**config.mk**
```make
export PLATFORM = sky130hd
export DESIGN_NAME = wp_unlock_guard
export DESIGN_NICKNAME = d
export VERILOG_FILES = /design/src/rtl/wp_guard_pkg.sv /design/src/rtl/wp_seq_tracker.sv /design/src/rtl/wp_write_gate.sv /design/src/rtl/wp_unlock_guard.sv
export SDC_FILE = /design/constraint.sdc
export NUM_CORES = 1
export LEC_CHECK = 0
export ABC_AREA = 1
export BUFFER_PORTS_ARGS = -buffer_cell sky130_fd_sc_hd__buf_2
export CORE_UTILIZATION = 36
export DETAILED_ROUTE_END_ITERATION = 8
export PLACE_DENSITY = 0.89
export SETUP_SLACK_MARGIN = 0.5
export SYNTH_ARGS = -nofsm -noshare
export SYNTH_HDL_FRONTEND = slang
export SYNTH_SLANG_ARGS = --single-unit
```
**constraint.sdc**
```tcl
create_clock -name clk -period 2 [get_ports clk]
set_clock_uncertainty 0.15 [all_clocks]
set_input_delay 0.4 -clock clk [delete_from_list [all_inputs] [get_ports clk]]
set_output_delay 0.4 -clock clk [all_outputs]
set_load 0.01 [all_outputs]
```
**src/rtl/wp_guard_pkg.sv**
```systemverilog
// Package: shared constants and the key lookup for the write-protection guard.
// Assumes a 32-bit write data bus and a fixed four-word unlock key.
package wp_guard_pkg;

    localparam int DATA_W  = 32;
    localparam int KEY_LEN = 4;

    // Returns the expected key word for a given progress position.
    function automatic logic [DATA_W-1:0] key_word(input int idx);
        case (idx)
            0:       key_word = 32'h0000_00A5;
            1:       key_word = 32'h0000_0001;
            2:       key_word = 32'h0000_FFFE;
            default: key_word = 32'h0000_0001;
        endcase
    endfunction

endpackage

```
**src/rtl/wp_seq_tracker.sv**
```systemverilog
// Module: tracks progress through the unlock key and holds the unlocked state.
// Assumes cmd_wr and other_wr are mutually exclusive single-cycle strobes.
module wp_seq_tracker
    import wp_guard_pkg::*;
(
    input  logic              clk,
    input  logic              rst_n,
    input  logic              cmd_wr,
    input  logic              other_wr,
    input  logic [DATA_W-1:0] wdata,
    output logic              unlocked
);

    localparam int PW = (KEY_LEN > 1) ? $clog2(KEY_LEN) : 1;
    localparam logic [PW-1:0] LAST = PW'(KEY_LEN - 1);

    logic [PW-1:0] progress;
    logic          key_hit;
    logic          is_zero;

    // Compare incoming data with the key word expected next.
    always_comb begin
        key_hit = (wdata == key_word(int'(progress)));
        is_zero = (wdata == '0);
    end

    // Advance, abort or relock the key sequence on each bus write.
    always_ff @(posedge clk) begin
        if (!rst_n) begin
            progress <= '0;
            unlocked <= 1'b0;
        end else if (cmd_wr && is_zero) begin
            progress <= '0;
            unlocked <= 1'b0;
        end else if (cmd_wr && !unlocked) begin
            if (!key_hit) begin
                progress <= '0;
            end else if (progress == LAST) begin
                progress <= '0;
                unlocked <= 1'b1;
            end else begin
                progress <= progress + PW'(1);
            end
        end else if (other_wr && !unlocked) begin
            progress <= '0;
        end
    end

    p_unlock_after_last_key_r2: assert property (@(posedge clk) disable iff (!rst_n)
        $rose(unlocked) |-> $past(cmd_wr && wdata == key_word(KEY_LEN - 1)));

    p_nonzero_keeps_unlocked_r3: assert property (@(posedge clk) disable iff (!rst_n)
        (unlocked && cmd_wr && wdata != '0) |=> unlocked);

    p_zero_relocks_r4: assert property (@(posedge clk) disable iff (!rst_n)
        (cmd_wr && wdata == '0) |=> (!unlocked && progress == '0));

    p_mismatch_restarts_r5: assert property (@(posedge clk) disable iff (!rst_n)
        (cmd_wr && !unlocked && wdata != '0 && wdata != key_word(int'(progress)))
        |=> (!unlocked && progress == '0));

    p_foreign_write_aborts_r6: assert property (@(posedge clk) disable iff (!rst_n)
        (other_wr && !unlocked) |=> (!unlocked && progress == '0));

endmodule

```
**src/rtl/wp_write_gate.sv**
```systemverilog
// Module: decodes the bus write, gates writes to the protected bank and keeps
// the sticky protection-error flag. Assumes address/data valid with bus_wr.
module wp_write_gate #(
    parameter int                 ADDR_W   = 8,
    parameter logic [ADDR_W-1:0]  CMD_ADDR = '0
) (
    input  logic              clk,
    input  logic              rst_n,
    input  logic              bus_wr,
    input  logic [ADDR_W-1:0] bus_addr,
    input  logic              unlocked,
    output logic              cmd_wr,
    output logic              other_wr,
    output logic              reg_wr_en,
    output logic              prot_err
);

    // Split the write strobe into command and protected-bank writes.
    always_comb begin
        cmd_wr    = bus_wr && (bus_addr == CMD_ADDR);
        other_wr  = bus_wr && (bus_addr != CMD_ADDR);
        reg_wr_en = other_wr && unlocked;
    end

    // Record any protected-bank write dropped while locked.
    always_ff @(posedge clk) begin
        if (!rst_n) begin
            prot_err <= 1'b0;
        end else if (other_wr && !unlocked) begin
            prot_err <= 1'b1;
        end
    end

    p_blocked_sets_err_r6: assert property (@(posedge clk) disable iff (!rst_n)
        (bus_wr && bus_addr != CMD_ADDR && !unlocked) |=> prot_err);

    p_pass_when_unlocked_r7: assert property (@(posedge clk) disable iff (!rst_n)
        (bus_wr && bus_addr != CMD_ADDR && unlocked) |-> reg_wr_en);

    p_err_sticky_r8: assert property (@(posedge clk) disable iff (!rst_n)
        prot_err |=> prot_err);

    p_cmd_never_passes_r9: assert property (@(posedge clk) disable iff (!rst_n)
        (bus_wr && bus_addr == CMD_ADDR) |-> !reg_wr_en);

endmodule

```
**src/rtl/wp_unlock_guard.sv**
```systemverilog
// Module: top of the write-protection guard. Ties the bus decoder/gate to the
// key tracker. Assumes one write per strobe cycle and synchronous reset.
module wp_unlock_guard
    import wp_guard_pkg::*;
#(
    parameter int                ADDR_W   = 8,
    parameter logic [ADDR_W-1:0] CMD_ADDR = '0
) (
    input  logic              clk,
    input  logic              rst_n,
    input  logic              bus_wr,
    input  logic [ADDR_W-1:0] bus_addr,
    input  logic [DATA_W-1:0] bus_wdata,
    output logic              reg_wr_en,
    output logic              unlocked,
    output logic              prot_err
);

    logic cmd_wr;
    logic other_wr;

    wp_write_gate #(
        .ADDR_W   (ADDR_W),
        .CMD_ADDR (CMD_ADDR)
    ) u_gate (
        .clk       (clk),
        .rst_n     (rst_n),
        .bus_wr    (bus_wr),
        .bus_addr  (bus_addr),
        .unlocked  (unlocked),
        .cmd_wr    (cmd_wr),
        .other_wr  (other_wr),
        .reg_wr_en (reg_wr_en),
        .prot_err  (prot_err)
    );

    wp_seq_tracker u_seq (
        .clk      (clk),
        .rst_n    (rst_n),
        .cmd_wr   (cmd_wr),
        .other_wr (other_wr),
        .wdata    (bus_wdata),
        .unlocked (unlocked)
    );

    p_reset_state_r1: assert property (@(posedge clk)
        !rst_n |=> (!unlocked && !prot_err));

endmodule

```
==> run summary <==
After detailed routing, the average wire length per cell comes to 11.66 µm. Leaving out fill and tap cells, the most frequent cell in the layout is sky130_fd_sc_hd__buf_2. The die is 39.66 µm wide. The sequential cells in the finished layout cover a total of 86.33 µm². In the final timing run, aggregate negative setup slack is 0 ps. Standard cell area after detailed placement: 754.5 µm². The tools report the data arrival time of the critical path as 1620 ps.

Vertical die dimension: 39.66 µm. The CTS root buffer is sky130_fd_sc_hd__clkbuf_4. The mapped netlist covers 510.5 µm². The total via count after detailed routing came out at 811. For this run, the number of Yosys warnings is 0.

The insertion delay of the later-clocked pin in the worst-skew pair came out at 240 ps. At the pin with the least slew margin, the transition time is 168.3 ps. TritonCTS built the clock tree. By area the synthesized netlist is led by sky130_fd_sc_hd__nand2_1 23%, sky130_fd_sc_hd__nor2_1 21%, sky130_fd_sc_hd__dfxtp_1 16%, sky130_fd_sc_hd__nand4_1 8.6%, sky130_fd_sc_hd__inv_1 8.1%.

The tools report the origin of the worst setup path as u_seq.progress[0]$_SDFFE_PP0P_. The congestion estimate from routability-driven global placement came to 0.7617. For the number of hold violations in the final report, the log shows 0. The top cell types in the final layout, fill and taps aside, are 37 x sky130_fd_sc_hd__buf_2, 27 x sky130_fd_sc_hd__nand2_1, 24 x sky130_fd_sc_hd__nor2_1. The type of the most critical hold path was in -> reg. The number of pins exceeding their max-slew limit in the final report was 0; the power density of the placed cells was 295.7 nW/µm². The number of cells in the design after placement came out at 160. Counting flops and latches in the post-synthesis netlist gives 4. The half-perimeter wire length of the detailed placement result is 1.212 mm. Maximum number of pins on one net before global-route repair: 6. The run gives 14 as the starting DRC count in detailed routing. The data required time of the worst path came out at 2010 ps. The fraction of post-synthesis cell area in the top cell type by area works out to 0.2279.

The clock input transition at the sequential cells of the worst setup and hold paths is 40 ps, and the maximum net fanout on the critical path is 5. The tools report the fmax as 620.8 MHz. The average footprint of a synthesized cell is 5.105 µm², and the max-cap violation count is 0. For the total routing resource utilization after global routing, the log shows 0.2617. Starting density of the core: 0.3875. The run gives 0.0002349 V as the worst IR drop on VDD. Fill cells in the final layout number 116.

The global-route wire length before repair is 2.697 mm, and the final-stage net count is 200. The multi-input combinational cells in the finished layout cover a total of 460.4 µm². The remaining antenna violation count after routing was 0. Summing all non-filler instances in the final layout gives an area of 949.7 µm². The register area share after synthesis is 0.1569.

Counting every net in the synthesized netlist gives 146. The share of the clock period used by the worst path after layout came out at 0.8054. Setup violations remaining at the end of the flow were counted as 0. The tools report the number of distinct library cells after synthesis as 14.

The area growth from synthesis to layout is 86.03%. The flow ran to the end, and the final reports show no timing, DRC or antenna violations. The startpoint kind of the worst setup timing path is a flop. In this run the deepest clock path goes through 2 buffers.

The remaining design rule violation count is 0, and the core box area is 1318 µm². The run gives 1573 µm² as the area of the die. The logs give 1.947 mm for the wire length reported by the detailed router and 1 for the depth of the CTS H-tree. The pre-antenna-repair detailed-routing pass consisted of 4 iterations. The share of post-route cells with drive strength above 1 is 0.4803. The tightest hold path in the finished design has a slack of 236.9 ps. The tools report the launch point of the worst hold path as rst_n. The number of clock buffers inserted by TritonCTS is 3, and the cell count after synthesis is 100. Classification of the worst setup path: reg -> reg. The cell taking the most area after synthesis is sky130_fd_sc_hd__nand2_1.

The number of placement rows is 13, and the worst max-slew margin expressed relative to the limit is 0.8872. The run gives 0 as the global-route congestion overflow total. The startpoint identified for the worst register-to-register timing path is u_seq.progress[0]$_SDFFE_PP0P_. The run gives 0.7208 as the final core utilization. 0 antenna diodes ended up in the layout.

The initial antenna violation count was 0. Endpoint kind of the worst setup timing path: a flop. The leakage power is 0.0004846 µW. Clock period minus worst slack: 1611 ps. Setup repair after global routing could not meet its margin everywhere. The number of vias per cell after detailed routing is 4.856, and the boundary pin count is 46. For this run, the number of standard cells in the final layout without fillers is 167. For the number of global-route vias before repair, the log shows 678. During placement, the flow inserted port buffers numbering 45. The clock drives 4 sinks.
## synth_stat cells
| master | n |
|---|---|
| sky130_fd_sc_hd__nor2_1 | 28 |
| sky130_fd_sc_hd__dfxtp_1 | 4 |
| sky130_fd_sc_hd__ha_1 | 3 |
| sky130_fd_sc_hd__nor3_1 | 1 |
| sky130_fd_sc_hd__nor2_2 | 3 |
| sky130_fd_sc_hd__o21a_1 | 1 |
| sky130_fd_sc_hd__inv_2 | 2 |
| sky130_fd_sc_hd__nand3_1 | 4 |
| sky130_fd_sc_hd__a21oi_1 | 3 |
| sky130_fd_sc_hd__nand3b_1 | 1 |
| sky130_fd_sc_hd__nand2_1 | 31 |
| sky130_fd_sc_hd__o21ai_1 | 1 |
| sky130_fd_sc_hd__nand4_1 | 7 |
| sky130_fd_sc_hd__inv_1 | 11 |
## per-stage QoR
stage	worst slack, ps	total power (µW)
4_1_cts	464.6	274.5
6_report	389.3	280.8
3_5_place_dp	409.6	158.9
2_1_floorplan	537.0	110.0
5_1_grt	314.2	304.1
3_3_place_gp	432.1	157.0
## logic make-up (layout without fill, tap and decap cells)
logic type,Yosys count,after routing,share of synthesized area
AND/OR/NAND/NOR,75,75,0.6201
flip-flops,4,4,0.1569
adder cells (fa/ha/maj),3,3,0.07354
AO/OA/AOI/OAI,5,5,0.05391
buffers and inverters,13,65,0.09559
## layout make-up
| cell class | count | share of cell area |
|---|---|---|
| flip-flops and latches | 4 | 0.09091 |
| clock buffers | 3 | 0.02372 |
| repair buffers | 49 | 0.3215 |
| inverters | 13 | 0.05929 |
| well taps | 15 | 0.01976 |
| multi-input cells | 83 | 0.4848 |
## flip-flops by register name, summed over array words and instances, names as in the netlist
name,count
u_seq.unlocked,1
u_seq.progress,2
u_gate.prot_err,1
## report_power, final
part           switching [µW]  internal, µW  total [µW]
registers               0.623          80.3        81.0
logic                    43.1          54.7        97.9
clock network            34.8          67.2         102
## critical path, stage by stage, from the launching register on
cell and delay (ps):
sky130_fd_sc_hd__dfxtp_4 360, sky130_fd_sc_hd__inv_6 90, sky130_fd_sc_hd__ha_4 160, sky130_fd_sc_hd__buf_4 120, sky130_fd_sc_hd__nand3_1 60, sky130_fd_sc_hd__nand2_1 60, sky130_fd_sc_hd__nand2_1 60, sky130_fd_sc_hd__nor2_2 150
sky130_fd_sc_hd__nand4_1 140, sky130_fd_sc_hd__a21oi_2 180
## path summary, 6_finish.rpt
| path | endpoint | slack (ps) | depth (start not counted) |
|---|---|---|---|
| worst max-delay path | u_seq.progress[0]$_SDFFE_PP0P_ | 390 | 9 |
| worst max register to register | u_seq.progress[0]$_SDFFE_PP0P_ | 390 | 9 |
| worst min register to register | u_gate.prot_err$_SDFFE_PN0P_ | 310 | 1 |
| worst min-delay path | u_gate.prot_err$_SDFFE_PN0P_ | 240 | 2 |
## routing by layer
metal  part of all wire  routed length (µm)  track usage  up-vias
met3              0.075                 146      0.07955        2
li1                   -                   -            -      417
met4             0.0041                   8      0.07759        0
met1               0.38                 737       0.2635      343
met2               0.54                1055       0.5000       49
met5                  0                   0            0        -
## what timing repair did
action	CTS	global route
pin swaps	8	11
hold buffers	0	0
hold endpoints to repair	0	0
endpoints found under the setup margin	4	4
setup buffers	1	3
gates cloned	0	0
gates resized for setup	17	18
(Power assumes the default switching activity.)
